==> src/rtl/lp_ta_pkg.sv <==
package lp_ta_pkg;

  typedef enum logic [2:0] {
    ST_OWN   = 3'd0,
    ST_REL11 = 3'd1,
    ST_REL10 = 3'd2,
    ST_GO    = 3'd3,
    ST_RX    = 3'd4,
    ST_SURE  = 3'd5,
    ST_GET   = 3'd6,
    ST_ACQ10 = 3'd7
  } ta_state_e;

  typedef enum logic [1:0] {
    LEN_X1   = 2'd0,
    LEN_X4   = 2'd1,
    LEN_X5   = 2'd2,
    LEN_SURE = 2'd3
  } len_kind_e;

  typedef struct packed {
    logic       owner;
    logic       oe;
    logic [1:0] line;
  } drive_t;

  localparam logic [1:0] LINE_11 = 2'b11;
  localparam logic [1:0] LINE_10 = 2'b10;
  localparam logic [1:0] LINE_00 = 2'b00;

  function automatic drive_t drive_of(input ta_state_e st);
    drive_t d;
    case (st)
      ST_OWN:   d = '{owner: 1'b1, oe: 1'b1, line: LINE_11};
      ST_REL11: d = '{owner: 1'b0, oe: 1'b1, line: LINE_11};
      ST_REL10: d = '{owner: 1'b0, oe: 1'b1, line: LINE_10};
      ST_GO:    d = '{owner: 1'b0, oe: 1'b1, line: LINE_00};
      ST_GET:   d = '{owner: 1'b0, oe: 1'b1, line: LINE_00};
      ST_ACQ10: d = '{owner: 1'b0, oe: 1'b1, line: LINE_10};
      default:  d = '{owner: 1'b0, oe: 1'b0, line: LINE_11};
    endcase
    return d;
  endfunction

endpackage

==> src/rtl/ta_phase_len.sv <==
module ta_phase_len
  import lp_ta_pkg::*;
#(
  parameter int CNT_W = 8,
  localparam int LEN_W = CNT_W + 3
) (
  input  logic [CNT_W-1:0] lpx_ticks,
  input  len_kind_e        kind,
  output logic [LEN_W-1:0] len
);
  logic [LEN_W-1:0] unit;

  always_comb begin
    unit = (lpx_ticks == '0) ? LEN_W'(1) : LEN_W'(lpx_ticks);
    case (kind)
      LEN_X4:   len = unit << 2;
      LEN_X5:   len = (unit << 2) + unit;
      LEN_SURE: len = unit + (unit >> 1);
      default:  len = unit;
    endcase
  end
endmodule

==> src/rtl/ta_hold_timer.sv <==
module ta_hold_timer #(
  parameter int LEN_W = 11
) (
  input  logic             clk,
  input  logic             rst,
  input  logic             load,
  input  logic [LEN_W-1:0] len,
  output logic             done
);
  logic [LEN_W-1:0] cnt_q;

  always_ff @(posedge clk) begin
    if (rst) begin
      cnt_q <= '0;
    end else if (load) begin
      cnt_q <= len - LEN_W'(1);
    end else if (cnt_q != '0) begin
      cnt_q <= cnt_q - LEN_W'(1);
    end
  end

  assign done = (cnt_q == '0);
endmodule

==> src/rtl/ta_line_watch.sv <==
module ta_line_watch
  import lp_ta_pkg::*;
(
  input  logic       clk,
  input  logic       rst,
  input  logic [1:0] lp_in,
  output logic       trig
);
  logic [1:0] prev_q;

  always_ff @(posedge clk) begin
    if (rst) prev_q <= LINE_00;
    else     prev_q <= lp_in;
  end

  assign trig = (lp_in == LINE_10) && (prev_q == LINE_11);
endmodule

==> src/rtl/lp_ta_ctrl.sv <==
module lp_ta_ctrl
  import lp_ta_pkg::*;
#(
  parameter int CNT_W = 8
) (
  input  logic             clk,
  input  logic             rst,
  input  logic [CNT_W-1:0] lpx_ticks,
  input  logic             ta_req,
  input  logic [1:0]       lp_in,
  output logic [1:0]       lp_out,
  output logic             lp_oe,
  output logic             is_owner
);
  localparam int LEN_W = CNT_W + 3;

  ta_state_e        state_q, state_d;
  len_kind_e        kind;
  logic             load;
  logic             done;
  logic             trig;
  logic [LEN_W-1:0] len;
  drive_t           drv_d;

  ta_phase_len #(.CNT_W(CNT_W)) u_len (
    .lpx_ticks (lpx_ticks),
    .kind      (kind),
    .len       (len)
  );

  ta_hold_timer #(.LEN_W(LEN_W)) u_tmr (
    .clk  (clk),
    .rst  (rst),
    .load (load),
    .len  (len),
    .done (done)
  );

  ta_line_watch u_watch (
    .clk   (clk),
    .rst   (rst),
    .lp_in (lp_in),
    .trig  (trig)
  );

  always_comb begin
    state_d = state_q;
    load    = 1'b0;
    kind    = LEN_X1;
    case (state_q)
      ST_OWN:   if (ta_req) begin state_d = ST_REL11; load = 1'b1; kind = LEN_X1;   end
      ST_REL11: if (done)   begin state_d = ST_REL10; load = 1'b1; kind = LEN_X1;   end
      ST_REL10: if (done)   begin state_d = ST_GO;    load = 1'b1; kind = LEN_X4;   end
      ST_GO:    if (done)   begin state_d = ST_RX;                                  end
      ST_RX:    if (trig)   begin state_d = ST_SURE;  load = 1'b1; kind = LEN_SURE; end
      ST_SURE:  if (done)   begin state_d = ST_GET;   load = 1'b1; kind = LEN_X5;   end
      ST_GET:   if (done)   begin state_d = ST_ACQ10; load = 1'b1; kind = LEN_X1;   end
      ST_ACQ10: if (done)   begin state_d = ST_OWN;                                 end
      default:              begin state_d = ST_OWN;                                 end
    endcase
  end

  assign drv_d = drive_of(state_d);

  always_ff @(posedge clk) begin
    if (rst) begin
      state_q  <= ST_OWN;
      lp_out   <= LINE_11;
      lp_oe    <= 1'b1;
      is_owner <= 1'b1;
    end else begin
      state_q  <= state_d;
      lp_out   <= drv_d.line;
      lp_oe    <= drv_d.oe;
      is_owner <= drv_d.owner;
    end
  end
endmodule

==> config.mk <==
export PLATFORM = sky130hd
export DESIGN_NAME = lp_ta_ctrl
export DESIGN_NICKNAME = d
export VERILOG_FILES = /design/src/rtl/lp_ta_pkg.sv /design/src/rtl/ta_phase_len.sv /design/src/rtl/ta_hold_timer.sv /design/src/rtl/ta_line_watch.sv /design/src/rtl/lp_ta_ctrl.sv
export SDC_FILE = /design/constraint.sdc
export NUM_CORES = 1
export LEC_CHECK = 0
export BUFFER_PORTS_ARGS = -buffer_cell sky130_fd_sc_hd__buf_2
export CORE_MARGIN = 5
export CORE_UTILIZATION = 35
export DETAILED_ROUTE_END_ITERATION = 8
export PLACE_DENSITY = 0.53
export SLEW_MARGIN = 0
export SYNTH_ARGS = -nofsm -noshare
export SYNTH_HDL_FRONTEND = slang
export SYNTH_SLANG_ARGS = --single-unit
==> constraint.sdc <==
create_clock -name clk -period 3.8 [get_ports clk]
set_clock_uncertainty 0.2 [all_clocks]
set_input_delay 0.38 -clock clk [delete_from_list [all_inputs] [get_ports clk]]
set_output_delay 0.38 -clock clk [all_outputs]
set_load 0.1 [all_outputs]
## After elaboration in Yosys (flattened, before gate mapping)

Cells that the tools add are included.

- Reduce and logical (&&, ||, !) cells: 10
- Multiplexer cells: 22
- Add/sub/neg operators: 4
- Equality and inequality tests: 17

Operators by type and width:

| kind | count |
|---|---|
| case mux 11 bit (3 select lines) | 1 |
| 2-to-1 mux 3 bit | 8 |
| case mux 3 bit (8 select lines) | 1 |
| 2-to-1 mux 11 bit | 2 |
| subtractor 11 x 1 -> 11 bit (second input constant) | 2 |
| == test 3 bit (second input constant) | 6 |
| case mux 4 bit (4 select lines) | 1 |
| == test 3 x 2 -> 1 bit (second input constant) | 4 |
| adder 11 x 10 -> 11 bit | 1 |
| adder 11 bit | 1 |
| logical NOT 11 bit | 1 |
| nonzero test 11 bit | 1 |
| == test 2 bit (second input constant) | 4 |
| logical NOT 8 bit | 1 |
| 2-to-1 mux 8 bit | 1 |
| == test 3 x 1 -> 1 bit (second input constant) | 2 |
| logical NOT 3 bit | 2 |
| case mux 2 bit (3 select lines) | 1 |
| 2-to-1 mux 1 bit | 4 |
| 2-to-1 mux 2 bit | 2 |
| OR reduction 2 bit | 2 |
| OR reduction 4 bit | 1 |
| case mux 1 bit (3 select lines) | 1 |
| == test 2 x 1 -> 1 bit (second input constant) | 1 |
| 2 further kinds | 2 |

- Word-level logic and storage cells: 59
- Input bits: 13
- Output and inout port bits: 4
- Flip-flop bits (word level): 20

## Logic depth before layout (Yosys ltp)

Gate-level depths: netlist of the first run.

- Depth after elaboration: 8
- Depth in mapped cells: 16
- Mapped depth without buffers: 14

## Modules after synthesis

A second synthesis of the first run with hierarchy kept.

- Cells, all modules: 264
- Area, all modules: 2097.0 µm²

Modules (own cells, without submodules):

| module | sequential area each (µm²) | cells an instance | area an instance (µm²) | instances |
|---|---|---|---|---|
| ta_phase_len | 0.0 | 141 | 959.7 | 1 |
| ta_hold_timer | 220.2 | 75 | 704.4 | 1 |
| lp_ta_ctrl | 140.1 | 43 | 370.4 | 1 |
| ta_line_watch | 40.0 | 5 | 62.6 | 1 |

## Least setup slack after synthesis of the first run

Ideal clock, no wire load.

- Path type: input to register
- Start point: input port lpx_ticks[6]
- End point: register u_tmr.cnt_q[7]
- Stages on the path: 16
- Arrival time: 3779 ps
- Data required time: 3530 ps
- Path slack: -248 ps
- Path buffers: 3
- Cell sequence: clkbuf_1 > inv_1 > ha_1 > and3_1 > clkbuf_1 > a21oi_1 > ha_1 > nand4_1 > nand2_1 > xnor2_1 > nor2_1 > o32a_1 > or4b_1 > buf_2 > or4_1 > a21oi_1

- Cells in the longest elaborated chain, start to end: 6
- Elaborated cells on any way between the ends: 7
- Classes of those cells: 3 x add/sub; 3 x mux; 1 x reduce/logical

RTL lines:

| what | line | RTL |
|---|---|---|
| start, declared | lp_ta_ctrl.sv:8 | `input logic [CNT_W-1:0] lpx_ticks,` |
| logical NOT 8 bit | ta_phase_len.sv:14 | `unit = (lpx_ticks == '0) ? LEN_W'(1) : LEN_W'(lpx_ticks);` |
| 2-to-1 mux 8 bit (*) | ta_phase_len.sv:14 |  |
| adder 11 x 10 -> 11 bit / adder 11 bit (equally long branches) | ta_phase_len.sv:18, ta_phase_len.sv:17 |  |
| case mux 11 bit (3 select lines) (*) | ta_phase_len.sv:15 | `case (kind)` |
| subtractor 11 x 1 -> 11 bit (*) | ta_hold_timer.sv:16 | `cnt_q <= len - LEN_W'(1);` |
| 2-to-1 mux 11 bit (*) | ta_hold_timer.sv:15 | `end else if (load) begin` |
| end signal, assigned | ta_hold_timer.sv:16 |  |
| end signal, assigned | ta_hold_timer.sv:18 | `cnt_q <= cnt_q - LEN_W'(1);` |
| end, declared | ta_hold_timer.sv:10 | `logic [LEN_W-1:0] cnt_q;` |

Every way passes the cells marked *; elsewhere a longest branch is shown, timed or not.
A chain may end at the register's enable or synchronous reset.

## Worst setup path after layout of the first run

Ends and elaborated chain as after synthesis.

==> results.txt, run 1 <==
* Count leader, synth: a21oi_1
* Core box area: 5960 um^2
- The setup path with the least slack is of type in -> reg.
* Post-detailed-route count of antenna-violating nets: 0
- YS warnings: 0
- The worst setup path is launched from a primary input.
- Share of the clock period used by the worst path: 92.8%
- After synthesis, the share of flip-flops with an asynchronous set or reset is 0%.
* EDFF count, synth: 0
* DRC violation count after routing: 0
- In the final layout, the multi-input gates occupy 1650 um^2.
- Summed over all cells, the static leakage comes to 1.05 nW.
- In the routed layout, each cell is associated on average with a via count of 5.62.
- TritonCTS built the clock tree.
- Slew Limit Fails: 0
* CTS Hold Buffers Added: 0
- Worst hold path class: in -> reg
- The cell sitting at the root of the clock tree is a clkbuf_8.
- DP Worst Slack: 0.0317 ns
- The count of endpoints failing hold in the final timing report was 0.
- Fillcell total: 649
- Die Height: 88.4 um
- By count the netlist is led by 26 x a21oi_1, 25 x nand2_1, 20 x dfxtp_1.
* Worst slew margin: 46.3%
- Vias after detailed routing: 2252
- CTS sink cnt: 20
- Flops & latches, synth: 20
- The first global-routing pass estimated 10.4 mm of wire.
* Most area-consuming cells after synthesis: dfxtp_1 19%, ha_1 8.7%, a21oi_1 6.0%
- Area occupied by registers: 400 um^2
- Post-synth design cell area: 2150 um^2
- Of the cells placed in the final design, the portion with a size suffix greater than 1 is 19.3%.
* Outcome: finished, final reports clean
- Area delta synth->final: 19.0%
* Post-synth top area share: 18.6%
- Vias in the first global route: 2172
* Required time at the worst-slack endpoint: 3.79 ns
- Highest fanout seen on the critical path: 7
- The wire-length estimate of the detail-placed layout is 5.12 mm.
* Antenna violations before repair: 0
* Post-synthesis average cell area: 7.50 um^2
- Drt first pass iters: 4
- Clock slew at reported path FFs: 0.07 ns
* Most common flop cell mapped by yosys: dfxtp_1
- In this run the post-CTS setup repair buffer count came out at 0.
- Across all setup checks in the final design, the least slack found is 0.273 ns.
* Width of the die: 88.4 um
* Most used cell along the critical path: nor2_1
- H-tree depth reported by CTS: 1
- After detailed routing, the average wire length per cell comes to 15.7 um.
* Sequential share of the synthesized area: 18.6%
- Crit path arrival time: 3.52 ns
- CTS max path bufs: 2
- Number of nets in the layout: 357
- Post-CTS repair changed the size of 0 cells.
* Kind of capture point of the worst setup path: flip-flop
- Upper clock frequency limit: 284 MHz
- For the pin with the worst max-slew slack, the measured transition is 0.800 ns.
* Final Routed Wirelength: 6.29 mm
- After layout, the design draws a total of 0.00123 W.
- Post-route setup TNS: 0 ns
- Count of boundary I/O pins: 17
* Last weighted congestion value of the routability-driven placer: 0.878
- Std-Cell Rows: 28
- The number of antenna diodes in the final layout is 0.
* # Max-Cap Violations: 0
- Count of mapped cells out of synthesis: 287
* Largest net degree at the start of global routing: 15
- Number of buffers created by CTS: 3
- Unrepaired setup endpoints after global routing: false
* Global-route congestion overflow total: 0
- The first routing iteration left 133 violations.
* Longest individual stage delay on the worst path: 0.65 ns
- The largest total area in the synthesized netlist belongs to dfxtp_1.
- After synthesis, the netlist uses 64 different library cells.
* Tot GR Track Use: 16.8%
- The clock reaches the later pin of the worst-skew pair after 0.26 ns.
- Setup Viol. Count Final: 0
* Number of I/O port buffers: 16
- Cell Chain, Critical Path: buf_2 > inv_1 > ha_1 > nand3_1 > nor2_1 > nor2_1 > fa_1 > a22oi_1 > o21ai_0 > o32a_1 > or4b_1 > or4_1 > a21oi_1
- For this design, the slowest cell found on the critical path is or4b_1.
- Peak supply drop: 0.326 mV
- Initial core utilization: 36.2%
- In this run the power density over the cells is 479 nW/um^2.
- The die covers 7820 um^2.
* Number of nets in the synthesized netlist: 317
- On the final layout, the worst hold slack is 0.143 ns.
- Fin crit period: 3.53 ns
==> layout by cell type, fill, tap and decap left out, types with 2 or more instances in the layout <==
master	instances
a21oi_1	25
nand4_1	7
nor4_2	2
o21ai_0	15
xor2_1	6
buf_4	30
nand2_1	25
and3b_1	2
mux2i_1	5
ha_1	15
a31oi_1	3
or2_2	3
a22oi_1	3
nor2_1	17
or3_1	3
and4_1	2
o41a_1	2
nor4_1	5
and3_1	2
fa_1	2
and2_1	5
clkbuf_8	4
buf_2	16
xnor2_1	7
nand2b_1	4
nor3b_1	3
a21o_1	5
a211oi_1	2
dfxtp_1	20
a211o_1	3
inv_1	15
o31ai_1	3
nor3_1	11
o22ai_1	3
o31a_1	2
nand3_1	15
nor2b_1	4
or4_1	3
==> logic make-up after synthesis <==
family,synth area share [%]
AOI/OAI and AO/OA,25.3
xor gates and xnor gates,5.29
DFF,18.6
buffers and inverters,4.88
adders and majority gates,11.0
and+or+nand+nor,32.0
muxes,2.85
==> report_power, final <==
group	switching, W	internal (W)
Sequential	0.0000621	0.000268
Clock	0.0000690	0.0000922
Combinational	0.000450	0.000285
==> critical path: cells and delay by family <==
family	cells	cell delay (ns)
fa+ha+maj	2	0.68
buf+inv	2	0.13
simple gates	5	1.63
compound gates	4	0.69
==> metal layers <==
layer / vias to the layer above / wire (um) / global-route usage (%)
met5: - / 0 / 0
met4: 0 / 59 / 3.30
met3: 6 / 409 / 2.05
met2: 65 / 2870 / 28.6
met1: 1026 / 2950 / 22.9
li1: 1155 / - / -
==> final timing paths <==
check,from,endpoint,slack [ns],cells after the start
hold reg to reg,u_tmr.cnt_q[10],u_tmr.cnt_q[10],0.43,4
setup reg to reg,u_tmr.cnt_q[0],u_tmr.cnt_q[7],0.38,8
hold / removal,lp_in[1],u_watch.prev_q[1],0.14,2
setup / recovery,lpx_ticks[6],u_tmr.cnt_q[7],0.27,13
==> metrics by stage <==
step           std cells  cell area [um^2]  util [%]
5_1_grt              401              2560      43.0
3_3_place_gp         397              2510      42.1
4_1_cts              401              2560      43.0
2_1_floorplan        287              2160         -
3_5_place_dp         397              2510      42.1
6_report             401              2560      43.0
==> area by class of cell <==
cell class / count / share of cell area (%)
inverters: 15 / 2.20
repair buffers: 46 / 11.9
well taps: 75 / 3.66
clock buffers: 4 / 2.15
multi-input cells: 241 / 64.5
flip-flops and latches: 20 / 15.6
==> flip-flops by register name, summed over array words and instances (netlist names) <==
signal and count:
state_q 3, u_watch.prev_q 2, is_owner 1, lp_oe 1
lp_out 2, u_tmr.cnt_q 11
No activity file was read; power rests on OpenSTA's default activity.
==> inputs of run 2 (changes only) <==
--- a/config.mk
+++ b/config.mk
@@ -9,7 +9,7 @@
 export CORE_MARGIN = 5
 export CORE_UTILIZATION = 35
 export DETAILED_ROUTE_END_ITERATION = 8
-export PLACE_DENSITY = 0.53
+export PLACE_DENSITY = 0.51
 export SLEW_MARGIN = 0
 export SYNTH_ARGS = -nofsm -noshare
 export SYNTH_HDL_FRONTEND = slang
==> constraint.sdc (replaced) <==
create_clock -name clk -period 3.95 [get_ports clk]
set_clock_uncertainty 0.2 [all_clocks]
set_input_delay 0.395 -clock clk [delete_from_list [all_inputs] [get_ports clk]]
set_output_delay 0.395 -clock clk [all_outputs]
set_load 0.1 [all_outputs]
==> results.txt, run 2 (same netlist as run 1, synthesis figures left out) <==
- The flow ran to the end, and the final reports show no timing, DRC or antenna violations.
* Highest fanout seen on the critical path: 7 (unchanged)
- The remaining design rule violation count is 0 (unchanged).
- Upper clock frequency limit: 275 MHz
- Cell count along the critical path: 13 (unchanged)
- Crit path arrival time: 3.63 ns (+0.11 ns)
* Initial core utilization: 36.2% (unchanged)
* Peak supply drop: 0.317 mV (-2.8%)
* Number of buffers created by CTS: 3 (unchanged)
* Top Registers: u_tmr.cnt_q: 11 flops, state_q: 3 flops
- Cell type group with the largest total delay on the critical path: simple AND/OR/NAND/NOR gates
* Core box area: 5960 um^2 (unchanged)
- The remaining max-slew budget at the tightest pin was 47.0% (+0.79 points).
- The number of top-level pins was 17 (unchanged).
* Drt first pass iters: 5 (+1)
* GR Util met3: 2.23% (+0.19 points)
- Setup Viol. Count Final: 0 (unchanged)
- Width of the die: 88.4 um (unchanged)
- Beginning of the worst register-to-register path: u_tmr.cnt_q[0]
* Die Height: 88.4 um (unchanged)
- The routed length per instance was 16.5 um (+5.0%).
* Buffers & Inverters on Critical Path: 2 (unchanged)
- Vias after detailed routing: 2266 (+0.62%)
* Share of the clock period used by the worst path: 92.1%
- The worst path required time is 3.94 ns (+0.15 ns).
* Largest net degree at the start of global routing: 15 (unchanged)
* H-tree depth reported by CTS: 1 (unchanged)
* Global-route congestion overflow total: 0 (unchanged)
- The areal power density over the cells came to 461 nW/um^2 (-3.7%).
* Hold slack: 0.169 ns (+0.0262 ns)
- Total placed instance area: 2430 um^2 (-3.0%)
* CTS Hold Buffers Added: 0 (unchanged)
* Unrepaired setup endpoints after global routing: false
- The slew at the pin with the worst max-slew slack was 0.788 ns (-0.0117 ns).
- Global-route wire length before repair: 10.6 mm (+2.0%)
- The number of post-CTS setup repair buffers was 0 (unchanged).
- Kind of capture point of the worst setup path: flip-flop
* Clock slew at reported path FFs: 0.07 ns (about the same)
- Number of nets in the layout: 347 (-2.8%)
* CP startpoint: lpx_ticks[7]
- Detail Placement HPWL: 5.22 mm (+2.0%)
- Flop2flop setup slack: 0.46 ns (+0.08 ns)
- Final hold viol count: 0 (unchanged)
- The critical path goes through buf_2 > inv_1 > ha_1 > nand3_1 > nor2_1 > nor2_1 > fa_1 > a22oi_1 > o21ai_0 > o32a_1 > or4b_1 > or4_1 > a21oi_1.
* Most used cell along the critical path: nor2_1
- Post-cts gate resize count: 0 (unchanged)
* Largest reg by FF count: u_tmr.cnt_q
- Longest individual stage delay on the worst path: 0.66 ns (about the same)
* Leakage: 0.999 nW (-5.3%)
* Root buffer cell: clkbuf_8
- The placement row count was 28 (unchanged).
* Vias in the first global route: 2155 (-0.78%)
- Commonest cells after routing, fill and taps aside: 25 x nand2_1, 25 x a21oi_1, 20 x dfxtp_1, 20 x buf_4, 17 x nor2_1
- Cell type of the slowest stage on the worst timing path: or4b_1
* Cell area after layout: 2470 um^2 (-3.5%)
- Count of cells along the worst register-to-register path: 8 (unchanged)
- Fin crit period: 3.64 ns
- STA classifies the critical path startpoint as a primary input.
- Worst hold path class: in -> reg
- Flip-flop count of the largest register, all copies and words added: 11 (unchanged)
- Post-detailed-route count of antenna-violating nets: 0 (unchanged)
- DRC marker count from the first detailed-route iteration: 126 (-5.3%)
- The count of buffers inserted at the top-level ports is 16 (unchanged).
* Via count normalized by instance count: 5.81 (+3.5%)
- In this run the most used layer during global routing was met2.
- Crit Path Category: in -> reg
* CTS sink cnt: 20 (unchanged)
* CTS max path bufs: 2 (unchanged)
- Area delta synth->final: 14.9%
- The final weighted congestion of routability-driven global placement is 0.905 (+3.0%).
- The die outline area is 7820 um^2 (unchanged).
- # Max-Cap Violations: 0 (unchanged)
* Antenna violations before repair: 0 (unchanged)
- Endpoint of the worst-slack reg-to-reg timing path: u_tmr.cnt_q[7]
* Met2 routing resource usage after global routing: 27.9% (-0.68 points)
- Post-route setup TNS: 0 ns (unchanged)
- The final number of max-transition violations was 0 (unchanged).
- Tot GR Track Use: 17.2% (+0.45 points)
* Met1 GRT Util: 24.2% (+1.3 points)
- CTS tree: built
- The critical path ends at u_tmr.cnt_q[7].
- Insertion delay to the later sink of the worst-skew pair: 0.26 ns (about the same)
* Total inserted antenna cells: 0 (unchanged)
* Overall power consumption: 0.00114 W (-7.0%)
- The wire length after detailed routing came to 6.42 mm (+2.1%).
- Layout cells sized above 1: 16.5% (-2.8 points)
==> run 2: final cells by class <==
class                      instances  area, um^2
multi-input combinational        241        1650
sequential                        20         400
inverter                          15        56.3
timing repair buffer              36         230
fill                             650        3480
clock buffer                       3        41.3
tap                               75        93.8
==> run 2: power breakdown <==
group	leakage, nW	switching (W)	total [W]	internal (W)
clock	0.0216	0.0000630	0.000131	0.0000679
sequential	0.164	0.0000582	0.000316	0.000258
combinational	0.813	0.000434	0.000694	0.000260
==> run 2: stage by stage <==
| stage | setup slack, ns | util [%] | instances |
|---|---|---|---|
| 2_1_floorplan | 0.0437 | - | 287 |
| 3_3_place_gp | 0.142 | 40.8 | 387 |
| 3_5_place_dp | 0.0703 | 40.8 | 387 |
| 4_1_cts | 0.351 | 41.5 | 390 |
| 5_1_grt | 0.0847 | 41.5 | 390 |
| 6_report | 0.311 | 41.5 | 390 |
==> run 2: how the worst min path moves through the flow <==
stage,start,endpoint,slack [ns],depth (start not counted)
4_1_cts,lp_in[0],u_watch.prev_q[0],0.17,2
3_5_place_dp,u_tmr.cnt_q[10],u_tmr.cnt_q[10],0.43,4
5_1_grt,lp_in[1],u_watch.prev_q[1],0.16,2
2_1_floorplan,rst,u_watch.prev_q[0],0.27,1
6_report,lp_in[1],u_watch.prev_q[1],0.17,2
3_3_place_gp,u_tmr.cnt_q[10],u_tmr.cnt_q[10],0.43,4
==> run 2: metal layers <==
metal,vias up,routed length [um]
li1,1131,-
met1,1067,3080
met2,61,2970
met3,7,311
met4,0,62
met5,-,0
==> inputs of run 3 (changes only) <==
--- a/config.mk
+++ b/config.mk
@@ -5,7 +5,9 @@
 export SDC_FILE = /design/constraint.sdc
 export NUM_CORES = 1
 export LEC_CHECK = 0
+export ABC_AREA = 1
 export BUFFER_PORTS_ARGS = -buffer_cell sky130_fd_sc_hd__buf_2
+export CAP_MARGIN = 0
 export CORE_MARGIN = 5
 export CORE_UTILIZATION = 35
 export DETAILED_ROUTE_END_ITERATION = 8
==> constraint.sdc (replaced) <==
create_clock -name clk -period 3.55 [get_ports clk]
set_clock_uncertainty 0.2 [all_clocks]
set_input_delay 0.355 -clock clk [delete_from_list [all_inputs] [get_ports clk]]
set_output_delay 0.355 -clock clk [all_outputs]
set_load 0.1 [all_outputs]
==> results.txt, run 3 <==
- Leakage: 1.28 nW (+28%)
- The compound-cell area share of the yosys netlist is 12.9% (-12 points).
- Count of mapped cells out of synthesis: 364 (+27%)
- The simple-gate area share of the yosys netlist was 46.8% (+15 points).
* Area delta synth->final: 14.4%
- The root buffer cell chosen for the clock tree is clkbuf_8.
- The count of distinct cell types in the synthesized netlist is 41 (-36%).
* Final Routed Wirelength: 6.06 mm (-5.7%)
- The worst setup path is captured at a flip-flop.
* CTS tree: built
- Proportion of synthesized area in mux cells: 0% (-2.8 points)
- Sorting the synthesized cells by area gives the leading types as dfxtp_1 18%, nand2_1 15%, ha_1 8.4%.
- The number of placed cells counting well taps is 462 (+19%).
* Slew Limit Fails: 0 (unchanged)
- Crit path arrival time: 3.14 ns (-0.49 ns)
- Share of the clock period used by the worst path: 89.6%
- The number of warnings printed during yosys synthesis is 0 (unchanged).
- Post-synth top area share: 17.9% (-0.69 points)
- The final layout net count was 421 (+21%).
- The diode insertion count for antenna repair was 0 (unchanged).
- The register clock-pin slew on the reported worst setup and hold paths came to 0.08 ns (about the same).
- The die outline height was 89.9 um (+1.7%).
- Full die area: 8090 um^2 (+3.4%)
- Core box area: 6280 um^2 (+5.4%)
- Count leader, synth: nand2_1
* Number of I/O port buffers: 16 (unchanged)
- The routed length per instance is 13.0 um (-21%).
* Fin crit period: 3.18 ns
- Number of buffers created by CTS: 3 (unchanged)
- The final design area excluding fillers was 2560 um^2 (+3.4%).
* Layout cells sized above 1: 20.0% (+3.5 points)
- The share of async-settable or async-resettable flops after synthesis was 0% (unchanged).
- Unrepaired setup endpoints after global routing: false
* Last weighted congestion value of the routability-driven placer: 0.901 (-0.36%)
* DRC marker count from the first detailed-route iteration: 89 (-29%)
- Worst-Margin Slew: 0.487 ns (-0.302 ns)
- The worst setup path is launched from a primary input.
* # Max-Cap Violations: 0 (unchanged)
* DP Worst Slack: -0.0772 ns (-0.148 ns)
* Vias in the first global route: 2204 (+2.3%)
- The post-synthesis adder-cell area fraction came to 10.2% (-0.86 points).
- The number of top-level pins was 17 (unchanged).
- Pwr Density: 587 nW/um^2 (+27%)
* Initial core utilization: 35.6% (-0.54 points)
* Global-route wire length before repair: 10.1 mm (-4.6%)
- The synthesized net count is 394 (+24%).
- After synthesis, the most frequently instantiated cells are 87 x nand2_1, 50 x inv_1, 41 x nor2_1.
- The post-route non-filler standard cell count came to 467 (+20%).
- Most common cell after layout, fill and taps aside: nand2_1
* Vias after detailed routing: 2336 (+3.1%)
* Post-route setup slack: 0.371 ns (+0.0603 ns)
- The mean cell area of the mapped netlist came to 6.14 um^2 (-18%).
* Largest reg by FF count: u_tmr.cnt_q
- Cell accounting for the most synthesized area: dfxtp_1
- Flip-flop count of the largest register, all copies and words added: 11 (unchanged)
- Post-detailed-route count of antenna-violating nets: 0 (unchanged)
- Outcome: finished, final reports clean
- After synthesis, the largest family of logic cells by area is simple AND/OR/NAND/NOR gates.
* Peak supply drop: 0.355 mV (+12%)
* Worst slew margin: 67.8% (+21 points)
- The setup violation total in the final timing report is 0 (unchanged).
- The buffer levels on the longest clock path was 2 (unchanged).
- EDFF count, synth: 0 (unchanged)
- Tot GR Track Use: 14.8% (-2.4 points)
- Upper clock frequency limit: 315 MHz
- Antenna violations before repair: 0 (unchanged)
* Post-synth design cell area: 2240 um^2 (+3.8%)
* Via count normalized by instance count: 5.00 (-14%)
- Required time at the worst-slack endpoint: 3.51 ns (-0.43 ns)
* Global-route congestion overflow total: 0 (unchanged)
- The sequential area share after synthesis is 17.9% (-0.69 points).
- H-tree depth reported by CTS: 1 (unchanged)
- The cell area reported after detailed placement was 2460 um^2 (+1.1%).
- The worst setup path is of the in -> reg kind.
* DRC violation count after routing: 0 (unchanged)
- The count of endpoints failing hold in the final timing report is 0 (unchanged).
- The detailed placer's ending HPWL came to 5.09 mm (-2.5%).
* Flops & latches, synth: 20 (unchanged)
* Top Registers: u_tmr.cnt_q: 11 flops, state_q: 3 flops
- The worst hold path belongs to the class in -> reg.
- Highest fanout seen on the critical path: 6 (-1)
- Largest net degree at the start of global routing: 18 (+3)
- Width of the die: 89.9 um (+1.7%)
- Insertion delay to the later sink of the worst-skew pair: 0.27 ns (about the same)
- Most common flop cell mapped by yosys: dfxtp_1
- The final total power was 0.00150 W (+32%).
* Drt first pass iters: 4 (-1)
* CTS sink cnt: 20 (unchanged)
- In the layout the commonest cells are 86 x nand2_1, 50 x inv_1, 41 x nor2_1.
* Std-Cell Rows: 29 (+3.6%)
- The xor and xnor area share after synthesis came to 0.783% (-4.5 points).
-- run 3: worst max-delay path, cell delays in order --
cell,delay [ns]
buf_2,0.13
inv_1,0.12
ha_1,0.18
nand2_1,0.05
nor2_1,0.14
nand2_2,0.11
nand2_1,0.13
inv_1,0.11
ha_4,0.31
nand2_1,0.10
inv_1,0.08
nand4_1,0.11
o211ai_1,0.10
nand2_1,0.08
nand3_1,0.12
nand3b_1,0.16
a21oi_2,0.23
nand3_2,0.11
nor2_2,0.14
nand2_1,0.06
nand2_1,0.06
nand2_1,0.04
nand2_1,0.06
nor2_2,0.03
-- run 3: final timing paths --
check,from,endpoint,slack [ns],depth (start not counted)
worst max-delay path,lpx_ticks[2],u_tmr.cnt_q[8],0.37,24
worst min-delay path,lp_in[0],u_watch.prev_q[0],0.1,3
worst max register to register,u_tmr.cnt_q[7],u_tmr.cnt_q[8],0.88,15
worst min register to register,u_tmr.cnt_q[0],u_tmr.cnt_q[0],0.38,3
-- run 3: where the power goes --
group	internal (W)	total, W	switching (W)
Clock	0.000151	0.000237	0.0000857
Combinational	0.000304	0.000937	0.000633
Sequential	0.000289	0.000328	0.0000391
Total	0.000744	0.00150	0.000758
-- run 3: cells by family after synthesis --
logic type / Yosys count
xor gates and xnor gates: 2
and+or+nand+nor: 211
AOI/OAI and AO/OA: 47
buffers and inverters: 67
adders and majority gates: 17
DFF: 20
-- run 3: routing by layer --
metal  track usage (%)  wire length [um]  vias up
li1                  -                 -     1233
met1              19.4              3020     1071
met2              25.3              2820       21
met3              2.25               118       11
met4              3.85                99        0
met5                 0                 0        -
-- run 3: area by class of cell --
type                            count  area, um^2
Multi-Input combinational cell    277        1600
Sequential cell                    20         400
Timing Repair Buffer               25         148
Clock inverter                      1        30.0
Tap cell                           77        96.3
Inverter                           64         243
Fill cell                         689        3720
Clock buffer                        3        41.3
-- run 3: timing repair --
| action | CTS | global route |
|---|---|---|
| setup buffers | 0 | 1 |
| gates resized for setup | 0 | 4 |
| endpoints found under the setup margin | 0 | 5 |
| hold buffers | 0 | 0 |
-- run 3: stage by stage --
step / setup TNS (ns) / util (%) / hold WS (ns)
floorplan: 0 / - / 0.262
global placement: -0.0706 / 39.2 / 0.358
detailed placement: -0.167 / 39.2 / 0.366
CTS: 0 / 40.3 / 0.0910
global route: 0 / 40.7 / 0.0992
finish: 0 / 40.7 / 0.0950
